[src/rtl/irq_route_pkg.sv]
package irq_route_pkg;

  // One routing entry. The layout is packed for storage; the software view
  // is built separately in the register file.
  typedef struct packed {
    logic [7:0] dest;
    logic       mask;
    logic       trig;   // 1 = level
    logic       rirr;
    logic       pol;    // 1 = active low
    logic       dmode;
    logic [2:0] deliv;
    logic [7:0] vec;
  } route_ent_t;

  localparam logic [7:0] IDX_ID   = 8'h00;
  localparam logic [7:0] IDX_VER  = 8'h01;
  localparam logic [7:0] IDX_ARB  = 8'h02;
  localparam logic [7:0] IDX_TBL  = 8'h10;
  localparam logic [7:0] VER_CODE = 8'h11;
  localparam logic [3:0] ID_RST   = 4'h8;
  localparam logic [3:0] ARB_VAL  = 4'h0;

endpackage

[src/rtl/rr_rst_sync.sv]
module rr_rst_sync (
  input  logic clk,
  input  logic rst_ni,
  output logic rst_no
);

  logic [1:0] sync_q;

  always_ff @(posedge clk or negedge rst_ni) begin
    if (!rst_ni) sync_q <= 2'b00;
    else         sync_q <= {sync_q[0], 1'b1};
  end

  assign rst_no = sync_q[1];

endmodule

[src/rtl/rr_pick.sv]
// Lowest-index-first selection: one-hot grant plus its binary index.
module rr_pick #(
  parameter int W  = 24,
  parameter int IW = 5
) (
  input  logic [W-1:0]  req,
  output logic [W-1:0]  oh,
  output logic [IW-1:0] idx,
  output logic          any
);

  assign oh  = req & (~req + W'(1));
  assign any = |req;

  always_comb begin
    idx = '0;
    for (int i = 0; i < W; i++) begin
      if (oh[i]) idx = idx | IW'(i);
    end
  end

endmodule

[src/rtl/rr_regfile.sv]
module rr_regfile
  import irq_route_pkg::*;
#(
  parameter int NUM_IN = 24,
  parameter int ENT_W  = 5
) (
  input  logic                    clk,
  input  logic                    rst_ni,
  input  logic                    wr_en,
  input  logic                    addr,
  input  logic [31:0]             wdata,
  output logic [31:0]             rdata,
  input  logic [NUM_IN-1:0]       pend,
  input  logic [NUM_IN-1:0]       rirr_set,
  input  logic [NUM_IN-1:0]       rirr_clr,
  output route_ent_t [NUM_IN-1:0] ents_o
);

  localparam logic [8:0] TBL_END = 9'(16 + 2 * NUM_IN);

  logic [7:0] sel_q, sel_d;
  logic       sel_we;
  logic [3:0] id_q, id_d;
  logic       id_we;
  route_ent_t [NUM_IN-1:0] ent_q, ent_d;
  logic [NUM_IN-1:0]       ent_we;

  logic             tbl_hit;
  logic [7:0]       tbl_off;
  logic [ENT_W-1:0] tbl_idx;
  logic             win_wr;
  logic [31:0]      win;
  logic             unused_wbits;

  assign unused_wbits = ^{wdata[23:17], wdata[12]};

  // Window decode
  assign tbl_hit = (sel_q >= IDX_TBL) && ({1'b0, sel_q} < TBL_END);
  assign tbl_off = sel_q - IDX_TBL;
  assign tbl_idx = ENT_W'(tbl_off >> 1);
  assign win_wr  = wr_en & addr;

  assign sel_we = wr_en & ~addr;
  assign id_we  = win_wr & (sel_q == IDX_ID);

  // Next state
  always_comb begin
    sel_d = wdata[7:0];
    id_d  = wdata[27:24];
    ent_d = ent_q;
    for (int i = 0; i < NUM_IN; i++) begin
      if (win_wr && tbl_hit && (tbl_idx == ENT_W'(i))) begin
        if (sel_q[0]) begin
          ent_d[i].dest = wdata[31:24];
        end else begin
          ent_d[i].vec   = wdata[7:0];
          ent_d[i].deliv = wdata[10:8];
          ent_d[i].dmode = wdata[11];
          ent_d[i].pol   = wdata[13];
          ent_d[i].rirr  = wdata[14];
          ent_d[i].trig  = wdata[15];
          ent_d[i].mask  = wdata[16];
        end
      end
      // hardware updates take effect after the software write
      if (rirr_clr[i]) ent_d[i].rirr = 1'b0;
      if (rirr_set[i]) ent_d[i].rirr = 1'b1;
    end
  end

  always_comb begin
    for (int i = 0; i < NUM_IN; i++) begin
      ent_we[i] = (win_wr & tbl_hit & (tbl_idx == ENT_W'(i)))
                | rirr_set[i] | rirr_clr[i];
    end
  end

  // Registers
  always_ff @(posedge clk or negedge rst_ni) begin
    if (!rst_ni) begin
      sel_q <= '0;
      id_q  <= ID_RST;
    end else begin
      if (sel_we) sel_q <= sel_d;
      if (id_we)  id_q  <= id_d;
    end
  end

  for (genvar g = 0; g < NUM_IN; g++) begin : g_ent
    always_ff @(posedge clk or negedge rst_ni) begin
      if (!rst_ni) begin
        ent_q[g]      <= '0;
        ent_q[g].mask <= 1'b1;
      end else if (ent_we[g]) begin
        ent_q[g] <= ent_d[g];
      end
    end
  end

  // Read path
  always_comb begin
    win = '0;
    if (sel_q == IDX_ID) begin
      win[27:24] = id_q;
    end else if (sel_q == IDX_VER) begin
      win[23:16] = 8'(NUM_IN - 1);
      win[7:0]   = VER_CODE;
    end else if (sel_q == IDX_ARB) begin
      win[27:24] = ARB_VAL;
    end else if (tbl_hit) begin
      for (int i = 0; i < NUM_IN; i++) begin
        if (tbl_idx == ENT_W'(i)) begin
          if (sel_q[0]) begin
            win[31:24] = ent_q[i].dest;
          end else begin
            win[16]   = ent_q[i].mask;
            win[15]   = ent_q[i].trig;
            win[14]   = ent_q[i].rirr;
            win[13]   = ent_q[i].pol;
            win[12]   = pend[i];
            win[11]   = ent_q[i].dmode;
            win[10:8] = ent_q[i].deliv;
            win[7:0]  = ent_q[i].vec;
          end
        end
      end
    end
  end

  assign rdata  = addr ? win : {24'h0, sel_q};
  assign ents_o = ent_q;

endmodule

[src/rtl/rr_request.sv]
module rr_request #(
  parameter int NUM_IN = 24,
  parameter int ENT_W  = 5
) (
  input  logic                   clk,
  input  logic                   rst_ni,
  input  logic                   pwr_good,
  input  logic [NUM_IN-1:0]      irq_in,
  input  logic [NUM_IN-1:0]      pol,
  input  logic [NUM_IN-1:0]      mask,
  input  logic [NUM_IN-1:0]      trig,
  input  logic [NUM_IN-1:0]      rirr,
  input  logic [NUM_IN-1:0][7:0] vec,
  input  logic                   eoi_valid,
  input  logic [7:0]             eoi_vector,
  input  logic                   accept,
  output logic [NUM_IN-1:0]      pend_o,
  output logic [NUM_IN-1:0]      rirr_set,
  output logic [NUM_IN-1:0]      rirr_clr,
  output logic                   gnt_any,
  output logic [ENT_W-1:0]       gnt_idx
);

  logic [NUM_IN-1:0] raw_q, raw_d;
  logic [NUM_IN-1:0] eff, eff_q;
  logic [NUM_IN-1:0] pend_q, pend_d;
  logic [NUM_IN-1:0] edge_req, lvl_req;
  logic [NUM_IN-1:0] eoi_hit, eoi_first;
  logic [NUM_IN-1:0] gnt_oh, take;

  assign raw_d = irq_in;

  for (genvar g = 0; g < NUM_IN; g++) begin : g_in
    assign eff[g]      = (raw_q[g] ^ pol[g]) & ~mask[g];
    assign edge_req[g] = pwr_good & ~trig[g] & eff[g] & ~eff_q[g];
    assign lvl_req[g]  = pwr_good &  trig[g] & eff[g] & ~rirr[g];
    assign eoi_hit[g]  = eoi_valid & (vec[g] == eoi_vector);
  end

  // only the lowest matching entry retires
  assign eoi_first = eoi_hit & (~eoi_hit + NUM_IN'(1));

  rr_pick #(.W(NUM_IN), .IW(ENT_W)) u_pick (
    .req (pend_q),
    .oh  (gnt_oh),
    .idx (gnt_idx),
    .any (gnt_any)
  );

  assign take   = accept ? gnt_oh : '0;
  assign pend_d = (pend_q & ~take) | edge_req | lvl_req;

  always_ff @(posedge clk or negedge rst_ni) begin
    if (!rst_ni) begin
      raw_q  <= '0;
      eff_q  <= '0;
      pend_q <= '0;
    end else begin
      raw_q  <= raw_d;
      eff_q  <= eff;
      pend_q <= pend_d;
    end
  end

  assign pend_o   = pend_q;
  assign rirr_set = lvl_req;
  assign rirr_clr = eoi_first;

endmodule

[src/rtl/irq_router.sv]
module irq_router
  import irq_route_pkg::*;
#(
  parameter int NUM_IN = 24
) (
  input  logic              clk,
  input  logic              rst_n,
  input  logic              reg_wr,
  input  logic              reg_addr,
  input  logic [31:0]       reg_wdata,
  output logic [31:0]       reg_rdata,
  input  logic              pwr_good,
  input  logic [NUM_IN-1:0] irq_in,
  input  logic              eoi_valid,
  input  logic [7:0]        eoi_vector,
  output logic              msg_valid,
  input  logic              msg_ready,
  output logic              msg_dest_mode,
  output logic [2:0]        msg_deliv,
  output logic              msg_level,
  output logic              msg_trig,
  output logic [7:0]        msg_vector,
  output logic [7:0]        msg_dest
);

  localparam int ENT_W = (NUM_IN > 1) ? $clog2(NUM_IN) : 1;

  logic                    rst_sync_n;
  route_ent_t [NUM_IN-1:0] ents;
  logic [NUM_IN-1:0]       pend, rirr_set, rirr_clr;
  logic [NUM_IN-1:0]       e_pol, e_mask, e_trig, e_rirr;
  logic [NUM_IN-1:0][7:0]  e_vec;
  logic                    gnt_any;
  logic [ENT_W-1:0]        gnt_idx;
  route_ent_t              cur;

  rr_rst_sync u_rst (
    .clk    (clk),
    .rst_ni (rst_n),
    .rst_no (rst_sync_n)
  );

  rr_regfile #(.NUM_IN(NUM_IN), .ENT_W(ENT_W)) u_regs (
    .clk      (clk),
    .rst_ni   (rst_sync_n),
    .wr_en    (reg_wr),
    .addr     (reg_addr),
    .wdata    (reg_wdata),
    .rdata    (reg_rdata),
    .pend     (pend),
    .rirr_set (rirr_set),
    .rirr_clr (rirr_clr),
    .ents_o   (ents)
  );

  for (genvar g = 0; g < NUM_IN; g++) begin : g_split
    assign e_pol[g]  = ents[g].pol;
    assign e_mask[g] = ents[g].mask;
    assign e_trig[g] = ents[g].trig;
    assign e_rirr[g] = ents[g].rirr;
    assign e_vec[g]  = ents[g].vec;
  end

  rr_request #(.NUM_IN(NUM_IN), .ENT_W(ENT_W)) u_req (
    .clk        (clk),
    .rst_ni     (rst_sync_n),
    .pwr_good   (pwr_good),
    .irq_in     (irq_in),
    .pol        (e_pol),
    .mask       (e_mask),
    .trig       (e_trig),
    .rirr       (e_rirr),
    .vec        (e_vec),
    .eoi_valid  (eoi_valid),
    .eoi_vector (eoi_vector),
    .accept     (msg_ready),
    .pend_o     (pend),
    .rirr_set   (rirr_set),
    .rirr_clr   (rirr_clr),
    .gnt_any    (gnt_any),
    .gnt_idx    (gnt_idx)
  );

  always_comb begin
    cur = '0;
    for (int i = 0; i < NUM_IN; i++) begin
      if (gnt_idx == ENT_W'(i)) cur = ents[i];
    end
  end

  assign msg_valid     = gnt_any;
  assign msg_dest_mode = cur.dmode;
  assign msg_deliv     = cur.deliv;
  assign msg_level     = 1'b1;
  assign msg_trig      = cur.trig;
  assign msg_vector    = cur.vec;
  assign msg_dest      = cur.dest;

endmodule

[config.mk]
export PLATFORM = sky130hd
export DESIGN_NAME = irq_router
export DESIGN_NICKNAME = d
export VERILOG_FILES = /design/src/rtl/irq_route_pkg.sv /design/src/rtl/rr_rst_sync.sv /design/src/rtl/rr_pick.sv /design/src/rtl/rr_regfile.sv /design/src/rtl/rr_request.sv /design/src/rtl/irq_router.sv
export SDC_FILE = /design/constraint.sdc
export NUM_CORES = 2
export LEC_CHECK = 0
export ABC_CLOCK_PERIOD_IN_PS = 20000
export BUFFER_PORTS_ARGS = -buffer_cell sky130_fd_sc_hd__buf_2
export CAP_MARGIN = 20
export CORE_MARGIN = 3
export CORE_UTILIZATION = 55
export DETAILED_ROUTE_END_ITERATION = 8
export PLACE_DENSITY = 0.78
export SLEW_MARGIN = 30
export SYNTH_ARGS = -nofsm -noshare
export SYNTH_HDL_FRONTEND = slang
export SYNTH_SLANG_ARGS = --single-unit
[constraint.sdc]
create_clock -name clk -period 20 [get_ports clk]
set_input_delay 4 -clock clk [delete_from_list [all_inputs] [get_ports clk]]
set_output_delay 4 -clock clk [all_outputs]
set_load 0.1 [all_outputs]
**Word-level counts from Yosys, hierarchy flattened**

Cells that the tools add are included.

- Div/mod/pow operators: 0
- Add/subtract/negate cells: 3
- Reduce and logical (&&, ||, !) cells: 126
- Multiply operators: 0
- Order comparisons: 2
- Equal/unequal tests: 96
- Multiplexer cells: 302
- Bitwise logic cells: 398
- Shift-type cells: 0

Operators with widths:

| cell | number |
|---|---|
| 17-bit 2-to-1 mux | 74 |
| 14-bit 2-to-1 mux | 48 |
| 8-bit 2-to-1 mux | 76 |
| 24-bit 2-to-1 mux | 25 |
| 1-bit AND | 220 |
| 3-bit AND reduction | 72 |
| 8-bit == test | 24 |
| 1-bit NOT | 98 |
| 5-bit by 4-bit == test with 1-bit output, second input constant | 16 |
| 5-bit == test, second input constant | 16 |
| 24-bit AND | 3 |
| 3-bit by 1-bit != test with 1-bit output, second input constant | 24 |
| 24-bit NOT | 3 |
| 3-bit nonzero test | 24 |
| 4-bit 2-to-1 mux | 13 |
| 1-bit 2-to-1 mux | 50 |
| 24-bit by 1-bit adder with 24-bit output, second input constant | 2 |
| 1-bit bitwise OR | 48 |
| 24-bit bitwise OR | 2 |
| 5-bit by 3-bit == test with 1-bit output, second input constant | 8 |
| 5-bit 2-to-1 mux | 8 |
| 32-bit 2-to-1 mux | 1 |
| 1-bit logical AND | 26 |
| 24-bit OR reduction | 1 |
| other kinds (13) | 45 |

- Memories kept: 0
- Bits of input ports: 71
- Output and inout bits: 55
- Memory bits (read-only): 0
- Word-level logic and storage cells: 1,125
- Register bits after elaboration: 662
- Bits in writable memories: 0
- Bits in latches: 0

**Logic depth before layout (Yosys ltp)**

- Depth in word-level cells: 78
- Gate-level depth with buffers: 15
- Gate-level depth less buffers: 10

**Cells and area by module**

Synthesis repeated with hierarchy kept, for this count alone.

- Cell total of the unflattened synthesis: 3,935
- Area, all modules: 41,702.5 µm²

By module, submodules not included:

| module | area each (µm²) | times used | cells an instance | sequential area each (µm²) |
|---|---|---|---|---|
| rr_regfile | 29,704.7 | 1 | 2,508 | 14,745.4 |
| rr_request | 5,764.3 | 1 | 572 | 1,801.7 |
| irq_router | 5,652.9 | 1 | 767 | 0.0 |
| rr_pick | 526.8 | 1 | 85 | 0.0 |
| rr_rst_sync | 53.8 | 1 | 3 | 50.0 |

**Worst setup path after synthesis**

Ideal clock, no wire load.

- Path kind: input-to-output
- Start: input port reg_addr
- End: output port reg_rdata[15]
- Data required time: 16,000 ps
- Path buffers: 1
- Stages on the path: 6
- Data arrival time: 7,832 ps
- Slack: 8,168 ps
- Cell sequence: nand2_1 or2_2 clkbuf_1 nor2_1 o2111ai_1 nor4_1

- Cells in the longest elaborated chain, start to end: 1

RTL lines:

| element | line | text |
|---|---|---|
| start: declaration | irq_router.sv:9 | `input logic reg_addr,` |
| 32-bit 2-to-1 mux | rr_regfile.sv:130 | `assign rdata = addr ? win : {24'h0, sel_q};` |
| end: declaration | irq_router.sv:11 | `output logic [31:0] reg_rdata,` |

No other way between the ends.

**Worst setup path after layout**

- Start: input port reg_addr
- End: output port reg_rdata[11]

Same word-level chain as after synthesis.

==> flow_summary.toml <==
[status]
outcome = "finished with violations"
violations = "design-rule violations"

[clock_tree]
clkLatencyLatePin_ps = 650
cts-resized-gates = 0
root_buffer = "clkbuf_16"
clock-sinks = 662
cts_setup_buffers = 0
numCtsBuffers = 73
htree_num_levels = 3
clockBufferDepth = 3
clk_pin_slew_ps = 60
tritoncts = "yes"
cts_hold_buf = 0

[sta]
skew_ps = 28.1
rsz0062_at_grt = "no"
tightest_slew_ps = 1120
maxSlewHeadroom = 0.256
final-hold-violation-count = 0
max_freq_mhz = 93.2
fin_tns_setup_ps = 0
min_period_ps = 10730
final-setup-viol-count = 0
drv_slew = 0
period_share = 0.537

[global_route]
grt_pass1_wl_um = 231000
grt_pass1_vias = 33600
grt_max_degree = 85
grt_overflow = 0
antenna_found_initial = 7
grt_use_total = 0.442

[place]
port_buffers = 112
hpwl_um = 114000
gp_congestion = 1.06

[cells_and_area]
fillers = 5601
layout.nets = 3690
area_delta_synth_final_pct = 10.3
final_layout_size_suffix_gt1_frac = 0.281
final_cell_mix = "dfrtp_1, mux2_2, nor2_1, nand2_1, o22ai_1"
layout_commonest_cell = "dfrtp_1"

[detailed_routing]
first_pass_iters = 9
drt_iter0_markers = 6075
wl_um = 161000
final_antenna_net_count = 0
viasPerCell = 7.69
drc = 19
wire_per_inst_um = 35.3
num_vias = 35000

[floorplanning]
core_area_um2 = 67600
die_y_um = 268
dieWidth_um = 268
die_area_um2 = 71900
rows = 95
start_util = 0.558
io_pins = 126

[min_path]
hold_class = "reg2async"

[worst_setup_path]
crit_type = "in2out"
r2r-start = "u_regs.sel_q[4]"
crit_arrival_ps = 6730
reg2reg_depth = 14
path_max_fanout = 13
worstPathRequired_ps = 16000
end_kind = "output pin"
ff2ff_setup_slack_ps = 14920
r2r_end = "u_regs.ents_o[541]"
critPathLaunchType = "primary input"

[synthesis]
ys.warnings.count = 0
synth_enable_flop_cells = 0
syn-instance-count = 3615
synth_cell_type_count = 87
ys.flop_type = "dfrtp_1"
ys_seq_area_frac = 0.439
postSynth.asyncResetShare = 1.00
synth-seq-cells = 662
avgSynthCellArea_um2 = 10.4
synth_area_um2 = 37800

[job]
maxCapViolCount = 0

[power]
power_uw = 3940
leakage_uw = 0.0186
power_density_nw_per_um2 = 94.7
ir_worst_vdd_mv = 0.0611
critical path, stage by stage:
cell	delay [ps]
buf_2	230
nand2_1	110
or2_2	470
nor2_1	350
o221a_2	250
o221ai_1	110
a31oi_1	630
buf_2	560
state kept, by name, indices dropped and copies added (netlist names):
name           cells
u_regs.ents_o    576
u_regs.id_q        4
u_regs.sel_q       8
u_req.eff_q       24
u_req.pend_o      24
u_req.raw_q       24
u_rst.sync_q       2
synthesized netlist by cell type (25+ instances only):
library cell / instances / area share
a211oi_1: 33 / 0.0066
nand3_1: 102 / 0.014
nand2b_1: 26 / 0.0043
xnor2_1: 130 / 0.030
buf_2: 66 / 0.0087
nand4_1: 61 / 0.010
o21ai_0: 145 / 0.019
o211ai_1: 34 / 0.0068
o221ai_1: 56 / 0.013
clkbuf_1: 203 / 0.020
o22ai_1: 145 / 0.024
dfrtp_1: 637 / 0.42
nand2_1: 201 / 0.020
a222oi_1: 37 / 0.0098
mux2_2: 571 / 0.17
nor4_1: 41 / 0.0068
inv_1: 31 / 0.0031
a22oi_1: 51 / 0.010
xor2_1: 86 / 0.020
nor3_1: 74 / 0.0098
a221oi_1: 47 / 0.011
nor2_1: 240 / 0.024
mux2i_1: 46 / 0.012
a21oi_1: 125 / 0.017
dfstp_2: 25 / 0.017
per-layer routing:
layer  part of all wire  track usage  vias to the layer above
met3               0.15        0.150                      806
met1               0.37        0.588                    17400
li1                   -            -                    13800
met5                  0            0                        -
met4              0.083        0.278                        0
met2               0.40        0.618                     3039
per-stage QoR:
| stage | setup WS (ps) | hold slack (ps) | area [µm²] | utilization | std cells |
|---|---|---|---|---|---|
| after floorplan | 225 | 331 | 37800 | - | 3619 |
| after global placement | 9420 | 338 | 39100 | 0.578 | 4415 |
| after detailed placement | 9430 | 340 | 39100 | 0.579 | 4415 |
| after CTS | 9410 | 354 | 41600 | 0.615 | 4544 |
| after global routing | 9280 | 368 | 41600 | 0.616 | 4544 |
| final | 9270 | 347 | 41700 | 0.616 | 4549 |
area by class of cell:
| class | instances | area, µm² | area share |
|---|---|---|---|
| Multi-Input combinational cell | 2628 | 20000 | 0.479 |
| Inverter | 31 | 116 | 0.00279 |
| Timing Repair Buffer | 221 | 1400 | 0.0336 |
| Clock inverter | 32 | 379 | 0.00910 |
| Tap cell | 873 | 1090 | 0.0262 |
| Antenna cell | 5 | 12.5 | 0.000300 |
| Clock buffer | 97 | 2080 | 0.0499 |
| Sequential cell | 662 | 16600 | 0.399 |
cell families (layout without fill, tap and decap cells):
group           after synthesis  in the layout  synth area share
compound gates              887            887             0.167
xor+xnor                    216            216            0.0501
fa+ha+maj                     2              2          0.000662
buf+inv                     329            381            0.0359
flops                       662            662             0.439
mux                         626            626             0.188
other cells                   2             11          0.000199
simple gates                891            891             0.119
power by group:
part,total [µW],internal (µW),switching [µW]
combinational,967,269,697
clock,1400,811,592
sequential,1570,1440,136
how the worst max path moves through the flow:
stage / cells past startpoint / endpoint / startpoint / slack, ps
after floorplan: 0 / u_regs.ents_o[0] / u_rst.sync_q[1] / 230
after global placement: 8 / reg_rdata[15] / reg_addr / 9420
after detailed placement: 8 / reg_rdata[15] / reg_addr / 9430
after CTS: 8 / reg_rdata[15] / reg_addr / 9410
after global routing: 8 / reg_rdata[15] / reg_addr / 9280
final: 8 / reg_rdata[11] / reg_addr / 9270
(Power assumes the default switching activity.)
